## src/rtl/pfx_pkg.sv

```systemverilog
package pfx_pkg;
  localparam int ADDR_W = 32;
  localparam int CNT_W  = 8;
  localparam int LINE_B = 32;

  typedef logic [ADDR_W-1:0] addr_t;
  typedef logic [CNT_W-1:0]  cnt_t;

  // clear the offset-within-line bits
  function automatic addr_t line_of(input addr_t a);
    return a & ~addr_t'(LINE_B - 1);
  endfunction

  // two's-complement step, wraps modulo 2^ADDR_W
  function automatic addr_t step(input addr_t a, input addr_t stride);
    return a + stride;
  endfunction

  // match number (m+1) completes a group of c; c of 0 acts as 1
  function automatic logic completes_group(input cnt_t m, input cnt_t c);
    return ({1'b0, m} + 1'b1) >= {1'b0, c};
  endfunction
endpackage

```

## src/rtl/pfx_entry.sv

```systemverilog
module pfx_entry
  import pfx_pkg::*;
(
  input  logic  clk,
  input  logic  rst_n,
  input  logic  wr,
  input  addr_t f_trig,
  input  addr_t f_base,
  input  addr_t f_stride,
  input  cnt_t  f_count,
  input  cnt_t  f_start,
  input  logic  pc_valid,
  input  addr_t pc,
  input  logic  serve,
  input  logic  advance,
  output logic  valid,
  output logic  pend,
  output addr_t trig,
  output addr_t stride,
  output addr_t base
);
  cnt_t count, warm_left, match_ctr;
  logic hit, qual, fire;

  assign hit  = valid && pc_valid && (pc == trig);
  assign qual = hit && completes_group(match_ctr, count);
  assign fire = qual && (warm_left == '0);

  always_ff @(posedge clk or negedge rst_n) begin
    if (!rst_n) begin
      valid     <= 1'b0;
      pend      <= 1'b0;
      trig      <= '0;
      base      <= '0;
      stride    <= '0;
      count     <= '0;
      warm_left <= '0;
      match_ctr <= '0;
    end else if (wr) begin
      valid     <= 1'b1;
      pend      <= 1'b0;
      trig      <= f_trig;
      base      <= f_base;
      stride    <= f_stride;
      count     <= f_count;
      warm_left <= f_start;
      match_ctr <= '0;
    end else begin
      if (hit) match_ctr <= qual ? '0 : match_ctr + 1'b1;
      if (qual && warm_left != '0) warm_left <= warm_left - 1'b1;
      if (advance) base <= step(base, stride);
      if (serve) pend <= 1'b0;
      if (fire) pend <= 1'b1;
    end
  end
endmodule

```

## src/rtl/pfx_queue.sv

```systemverilog
module pfx_queue #(
  parameter int DEPTH = 4,
  parameter int W     = 32
) (
  input  logic         clk,
  input  logic         rst_n,
  input  logic         push,
  input  logic [W-1:0] din,
  input  logic         pop,
  output logic         out_valid,
  output logic [W-1:0] dout,
  output logic         full
);
  localparam int PW = (DEPTH > 1) ? $clog2(DEPTH) : 1;
  localparam int CW = $clog2(DEPTH + 1);

  logic [W-1:0]  slots [DEPTH];
  logic [PW-1:0] rd_ptr, wr_ptr;
  logic [CW-1:0] fill_lvl;

  function automatic logic [PW-1:0] bump(input logic [PW-1:0] p);
    return (p == PW'(DEPTH - 1)) ? '0 : p + 1'b1;
  endfunction

  assign out_valid = (fill_lvl != '0);
  assign full      = (fill_lvl == CW'(DEPTH));
  assign dout      = slots[rd_ptr];

  always_ff @(posedge clk) begin
    if (push) slots[wr_ptr] <= din;
  end

  always_ff @(posedge clk or negedge rst_n) begin
    if (!rst_n) begin
      rd_ptr   <= '0;
      wr_ptr   <= '0;
      fill_lvl <= '0;
    end else begin
      if (push) wr_ptr <= bump(wr_ptr);
      if (pop)  rd_ptr <= bump(rd_ptr);
      fill_lvl <= fill_lvl + CW'(push) - CW'(pop);
    end
  end
endmodule

```

## src/rtl/pc_stride_prefetcher.sv

```systemverilog
module pc_stride_prefetcher
  import pfx_pkg::*;
#(
  parameter int ENTRIES = 8,
  parameter int QDEPTH  = 4,
  parameter int DROP_W  = 8
) (
  input  logic              clk,
  input  logic              rst_n,
  input  logic              fill_valid,
  input  logic [31:0]       fill_trigger,
  input  logic [31:0]       fill_base,
  input  logic [31:0]       fill_stride,
  input  logic [7:0]        fill_count,
  input  logic [7:0]        fill_start,
  input  logic              pc_valid,
  input  logic [31:0]       pc,
  input  logic              req_ready,
  output logic              req_valid,
  output logic [31:0]       req_addr,
  output logic              table_full,
  output logic              fill_overflow,
  output logic [DROP_W-1:0] drop_count
);
  logic [ENTRIES-1:0] e_valid, e_pend, key_hit, fill_wr, sel_oh, adv;
  addr_t e_trig [ENTRIES];
  addr_t e_stride [ENTRIES];
  addr_t e_base [ENTRIES];

  // fill placement: same trigger+stride, else lowest empty, else discard
  logic fill_drop;
  always_comb begin
    for (int i = 0; i < ENTRIES; i++)
      key_hit[i] = e_valid[i] && e_trig[i] == fill_trigger && e_stride[i] == fill_stride;
    fill_drop = 1'b0;
    if (|key_hit)        fill_wr = key_hit & (~key_hit + 1'b1);
    else if (~&e_valid)  fill_wr = ~e_valid & (e_valid + 1'b1);
    else begin
      fill_wr   = '0;
      fill_drop = fill_valid;
    end
    fill_wr = fill_wr & {ENTRIES{fill_valid}};
  end

  // service: lowest pending entry
  logic  sel_valid, q_merge, q_push, q_drop, q_full, q_pop;
  addr_t sel_base, sel_line, last_line;
  logic  last_valid;

  assign sel_oh    = e_pend & (~e_pend + 1'b1);
  assign sel_valid = |e_pend;
  always_comb begin
    sel_base = '0;
    for (int i = 0; i < ENTRIES; i++)
      if (sel_oh[i]) sel_base = sel_base | e_base[i];
  end
  assign sel_line = line_of(sel_base);
  assign q_merge  = sel_valid && last_valid && (sel_line == last_line);
  assign q_push   = sel_valid && !q_merge && !q_full;
  assign q_drop   = sel_valid && !q_merge && q_full;
  assign adv      = sel_oh & {ENTRIES{q_push | q_merge}};
  assign q_pop    = req_valid && req_ready;

  for (genvar g = 0; g < ENTRIES; g++) begin : g_ent
    pfx_entry u_ent (
      .clk(clk), .rst_n(rst_n), .wr(fill_wr[g]),
      .f_trig(fill_trigger), .f_base(fill_base), .f_stride(fill_stride),
      .f_count(fill_count), .f_start(fill_start),
      .pc_valid(pc_valid), .pc(pc),
      .serve(sel_oh[g]), .advance(adv[g]),
      .valid(e_valid[g]), .pend(e_pend[g]),
      .trig(e_trig[g]), .stride(e_stride[g]), .base(e_base[g])
    );
  end

  pfx_queue #(.DEPTH(QDEPTH), .W(ADDR_W)) u_q (
    .clk(clk), .rst_n(rst_n), .push(q_push), .din(sel_line), .pop(q_pop),
    .out_valid(req_valid), .dout(req_addr), .full(q_full)
  );

  always_ff @(posedge clk or negedge rst_n) begin
    if (!rst_n) begin
      last_valid    <= 1'b0;
      last_line     <= '0;
      drop_count    <= '0;
      fill_overflow <= 1'b0;
    end else begin
      if (q_push) begin
        last_valid <= 1'b1;
        last_line  <= sel_line;
      end
      if (q_drop && drop_count != '1) drop_count <= drop_count + 1'b1;
      if (fill_drop) fill_overflow <= 1'b1;
    end
  end

  assign table_full = &e_valid;
endmodule

```

## config.mk

```make
export PLATFORM = sky130hd
export DESIGN_NAME = pc_stride_prefetcher
export DESIGN_NICKNAME = d
export VERILOG_FILES = /design/src/rtl/pfx_pkg.sv /design/src/rtl/pfx_entry.sv /design/src/rtl/pfx_queue.sv /design/src/rtl/pc_stride_prefetcher.sv
export SDC_FILE = /design/constraint.sdc
export NUM_CORES = 2
export LEC_CHECK = 0
export BUFFER_PORTS_ARGS = -buffer_cell sky130_fd_sc_hd__buf_2
export CAP_MARGIN = 15
export CORE_MARGIN = 4
export CORE_UTILIZATION = 45
export DETAILED_ROUTE_END_ITERATION = 16
export PLACE_DENSITY = 0.68
export SKIP_CTS_REPAIR_TIMING = 1
export SYNTH_ARGS = -nofsm -noshare
export SYNTH_HDL_FRONTEND = slang
export SYNTH_SLANG_ARGS = --single-unit
```

## constraint.sdc

```tcl
create_clock -name clk -period 4.1 [get_ports clk]
set_input_delay 0.41 -clock clk [delete_from_list [all_inputs] [get_ports clk]]
set_output_delay 0.41 -clock clk [all_outputs]
set_load 0.005 [all_outputs]
```

==> impl_metrics.toml <==
[run_status]
outcome = "finished clean"

[critical_path]
crit_slowest_cell = "o2111ai_1"
path_buf_inv = 3
r2r_end = "g_ent[4].u_ent.trig[2]"
crit_required_ps = 4770
worstPathMaxFanout = 14
path_class = "reg2reg"
reg2reg_slack_ps = 9
reg2reg_from = "g_ent[4].u_ent.stride[19]"
endpoint_kind = "register"
start_kind = "register"
path_cells = "inv_1 > o2111ai_1 > nor4_1 > and4_1 > nor4_2 > or3b_4 > or4_1 > o21ai_4 > buf_12 > buf_6 > mux2_2"
reg2reg_depth = 11
critical_path_arrival_ps = 4760
cpLargestDelayFamily = "simple AND/OR/NAND/NOR gates"
critPathLaunch = "g_ent[4].u_ent.stride[19]"
crit_cells = 11
slowest_delay_ps = 660
setup.worst_path.end = "g_ent[4].u_ent.trig[2]"

[sta]
setup_tns_ps = 0
setup_viol = 0
max-slew-margin-rel = 0.241
drv_slew = 0
finalHoldViolCount = 0
tightestPinTransition_ps = 1120
period_minus_slack_ps = 4090
finalClockSkew_ps = 41.8
whs_ps = 19.5
clock.fmax_ghz = 0.244
min_period_over_period = 0.998

[layout]
mostFrequentLayoutCells = "dfrtp_1 (1016), nand2_1 (604), xor2_1 (555)"
area_growth_pct = 16.4
final_util = 0.527
ff_latch_area_um2 = 28800
multi_input_area_um2 = 40100
final_common_cell = "dfrtp_1"
fillers = 14100
drive_gt1_frac = 0.193
fin_nets = 8314

[drt]
ant_nets = 0
avgRoutedWirePerCell_um = 30.2
drt-total-wl_mm = 302
top_layer = "met5"
drc = 0
vias = 62500
via_per_inst = 6.24
drt-pass1-iter-count = 8
drt_iter0_markers = 8867
met3_length_mm = 38.2
wl_met2_mm = 120
met1_length_mm = 124

[grt]
grt_pass1_vias = 58700
grt_max_degree = 157
antenna_found_initial = 23
grtUsageTotal = 0.353
grt_pass1_wl_mm = 427
gr-total-overflow = 0

[synth]
syn_avg_cell_area_um2 = 9.69
yosysTopAreaCell = "dfrtp_1"
synth_cells = 7401
yosysUniqueCellTypes = 100
ys_ff_latch = 1128
synth_area_leaders = "dfrtp_1 (36%), mux2_2 (7.5%), xor2_1 (6.8%)"
yosysSeqAreaShare = 0.401
synth-edff-count = 108
syn_area_um2 = 71700
yosys.area.top_type_share = 0.356
synth_warnings = 0
ys.flop_type = "dfrtp_1"
async_reset_ff_frac = 0.904

[power_and_ir_drop]
p_per_area_nw_per_um2 = 639
ir_drop_v = 0.000569
power_mw = 53.3
p_leak_nw = 36.9

[clocking]
clockBufferDepth = 3
cts_buffers = 137
clk_latency_ps = 810
h-tree-depth = 4
cts-root-buf = "clkbuf_16"
cts_tree = "built"
cts.sinks = 1128
clk_pin_slew_ps = 60

[floorplan]
die_h_um = 407
core.rowCount = 146
core_um2 = 158000
die_width_um = 407
dieArea_um2 = 166000
start_util = 0.453
io_pins = 192

[job]
drv_cap = 0

[worst_hold_path]
hp-class = "in2reg"

[place]
io_buffers = 186
dpl.hpwl_mm = 232
gp_congestion = 1.05
[report_power, final]
| part | switching (mW) | internal (mW) |
|---|---|---|
| Sequential | 4.33 | 14.2 |
| Clock | 5.15 | 7.73 |
| Combinational | 12.1 | 9.83 |
| Total | 21.6 | 31.7 |
[worst min-delay path by stage]
stage                        from                          end  slack, ps  cells past startpoint
floorplan                   rst_n                drop_count[0]        110                      0
global placement            rst_n      g_ent[1].u_ent.trig[31]        390                      1
detailed placement          rst_n  g_ent[1].u_ent.match_ctr[7]        390                      1
CTS                         rst_n      g_ent[1].u_ent.count[7]       -470                      1
global route        fill_count[3]      g_ent[4].u_ent.count[3]          5                      3
finish                  req_ready                u_q.rd_ptr[0]         20                      3
[Yosys cell counts (180+ instances only)]
cell and n:
a21oi_1 492, buf_2 180, clkbuf_1 245, dfrtp_1 1020
ha_1 336, inv_1 275, mux2_2 480, nand2_1 607
nor2_1 402, o21ai_0 445, xnor2_1 427, xor2_1 557
[cell families (layout without fill, tap and decap cells)]
kind of cell | after synthesis | in the layout | synth area share
DFF | 1128 | 1128 | 0.401
adders and majority gates | 345 | 345 | 0.0611
muxes | 596 | 596 | 0.0963
AOI/OAI and AO/OA | 1673 | 1673 | 0.144
xor gates and xnor gates | 984 | 984 | 0.120
other | 1 | 22 | 0.0000523
buffers and inverters | 745 | 1266 | 0.0430
and+or+nand+nor | 1929 | 1929 | 0.134
[final cells by class]
cell class	count	share of cell area
multi-input combinational	5532	0.481
sequential	1128	0.345
timing repair buffer	742	0.0743
clock buffer	204	0.0486
tap	2072	0.0311
inverter	279	0.0126
clock inverter	41	0.00747
antenna	17	0.000510
[per-stage QoR]
| step | cell area [um^2] | setup slack (ps) | instances |
|---|---|---|---|
| global route | 83400 | -33.0 | 9999 |
| detailed placement | 78300 | -392 | 9725 |
| finish | 83500 | 9.05 | 10000 |
| global placement | 78300 | -433 | 9725 |
| floorplan | 71700 | 139 | 7405 |
| CTS | 82900 | -389 | 9970 |
[worst register-to-register path, delay by kind of cell, from the launching register on]
family / cells / cell delay [ps]
buffers and inverters: 3 / 580
muxes: 1 / 370
DFF: 1 / 440
AOI/OAI and AO/OA: 2 / 800
and+or+nand+nor: 5 / 1770
[registers in the layout (all words and copies together), names as in the netlist, 2 cells and up]
name and flops:
g_ent.u_ent.trig 256, u_q.wr_ptr 2, g_ent.u_ent.match_ctr 64, last_line 27
g_ent.u_ent.stride 256, u_q.rd_ptr 2, g_ent.u_ent.pend 8, g_ent.u_ent.valid 8
g_ent.u_ent.base 256, drop_count 8, g_ent.u_ent.warm_left 64, u_q.slots 108
u_q.fill_lvl 3, g_ent.u_ent.count 64
[layer usage]
metal | GRT usage | up-vias
li1 | - | 27100
met1 | 0.495 | 30900
met2 | 0.487 | 3708
met3 | 0.110 | 792
met4 | 0.184 | 14
met5 | 0 | -
No activity file was read; power rests on OpenSTA's default activity.
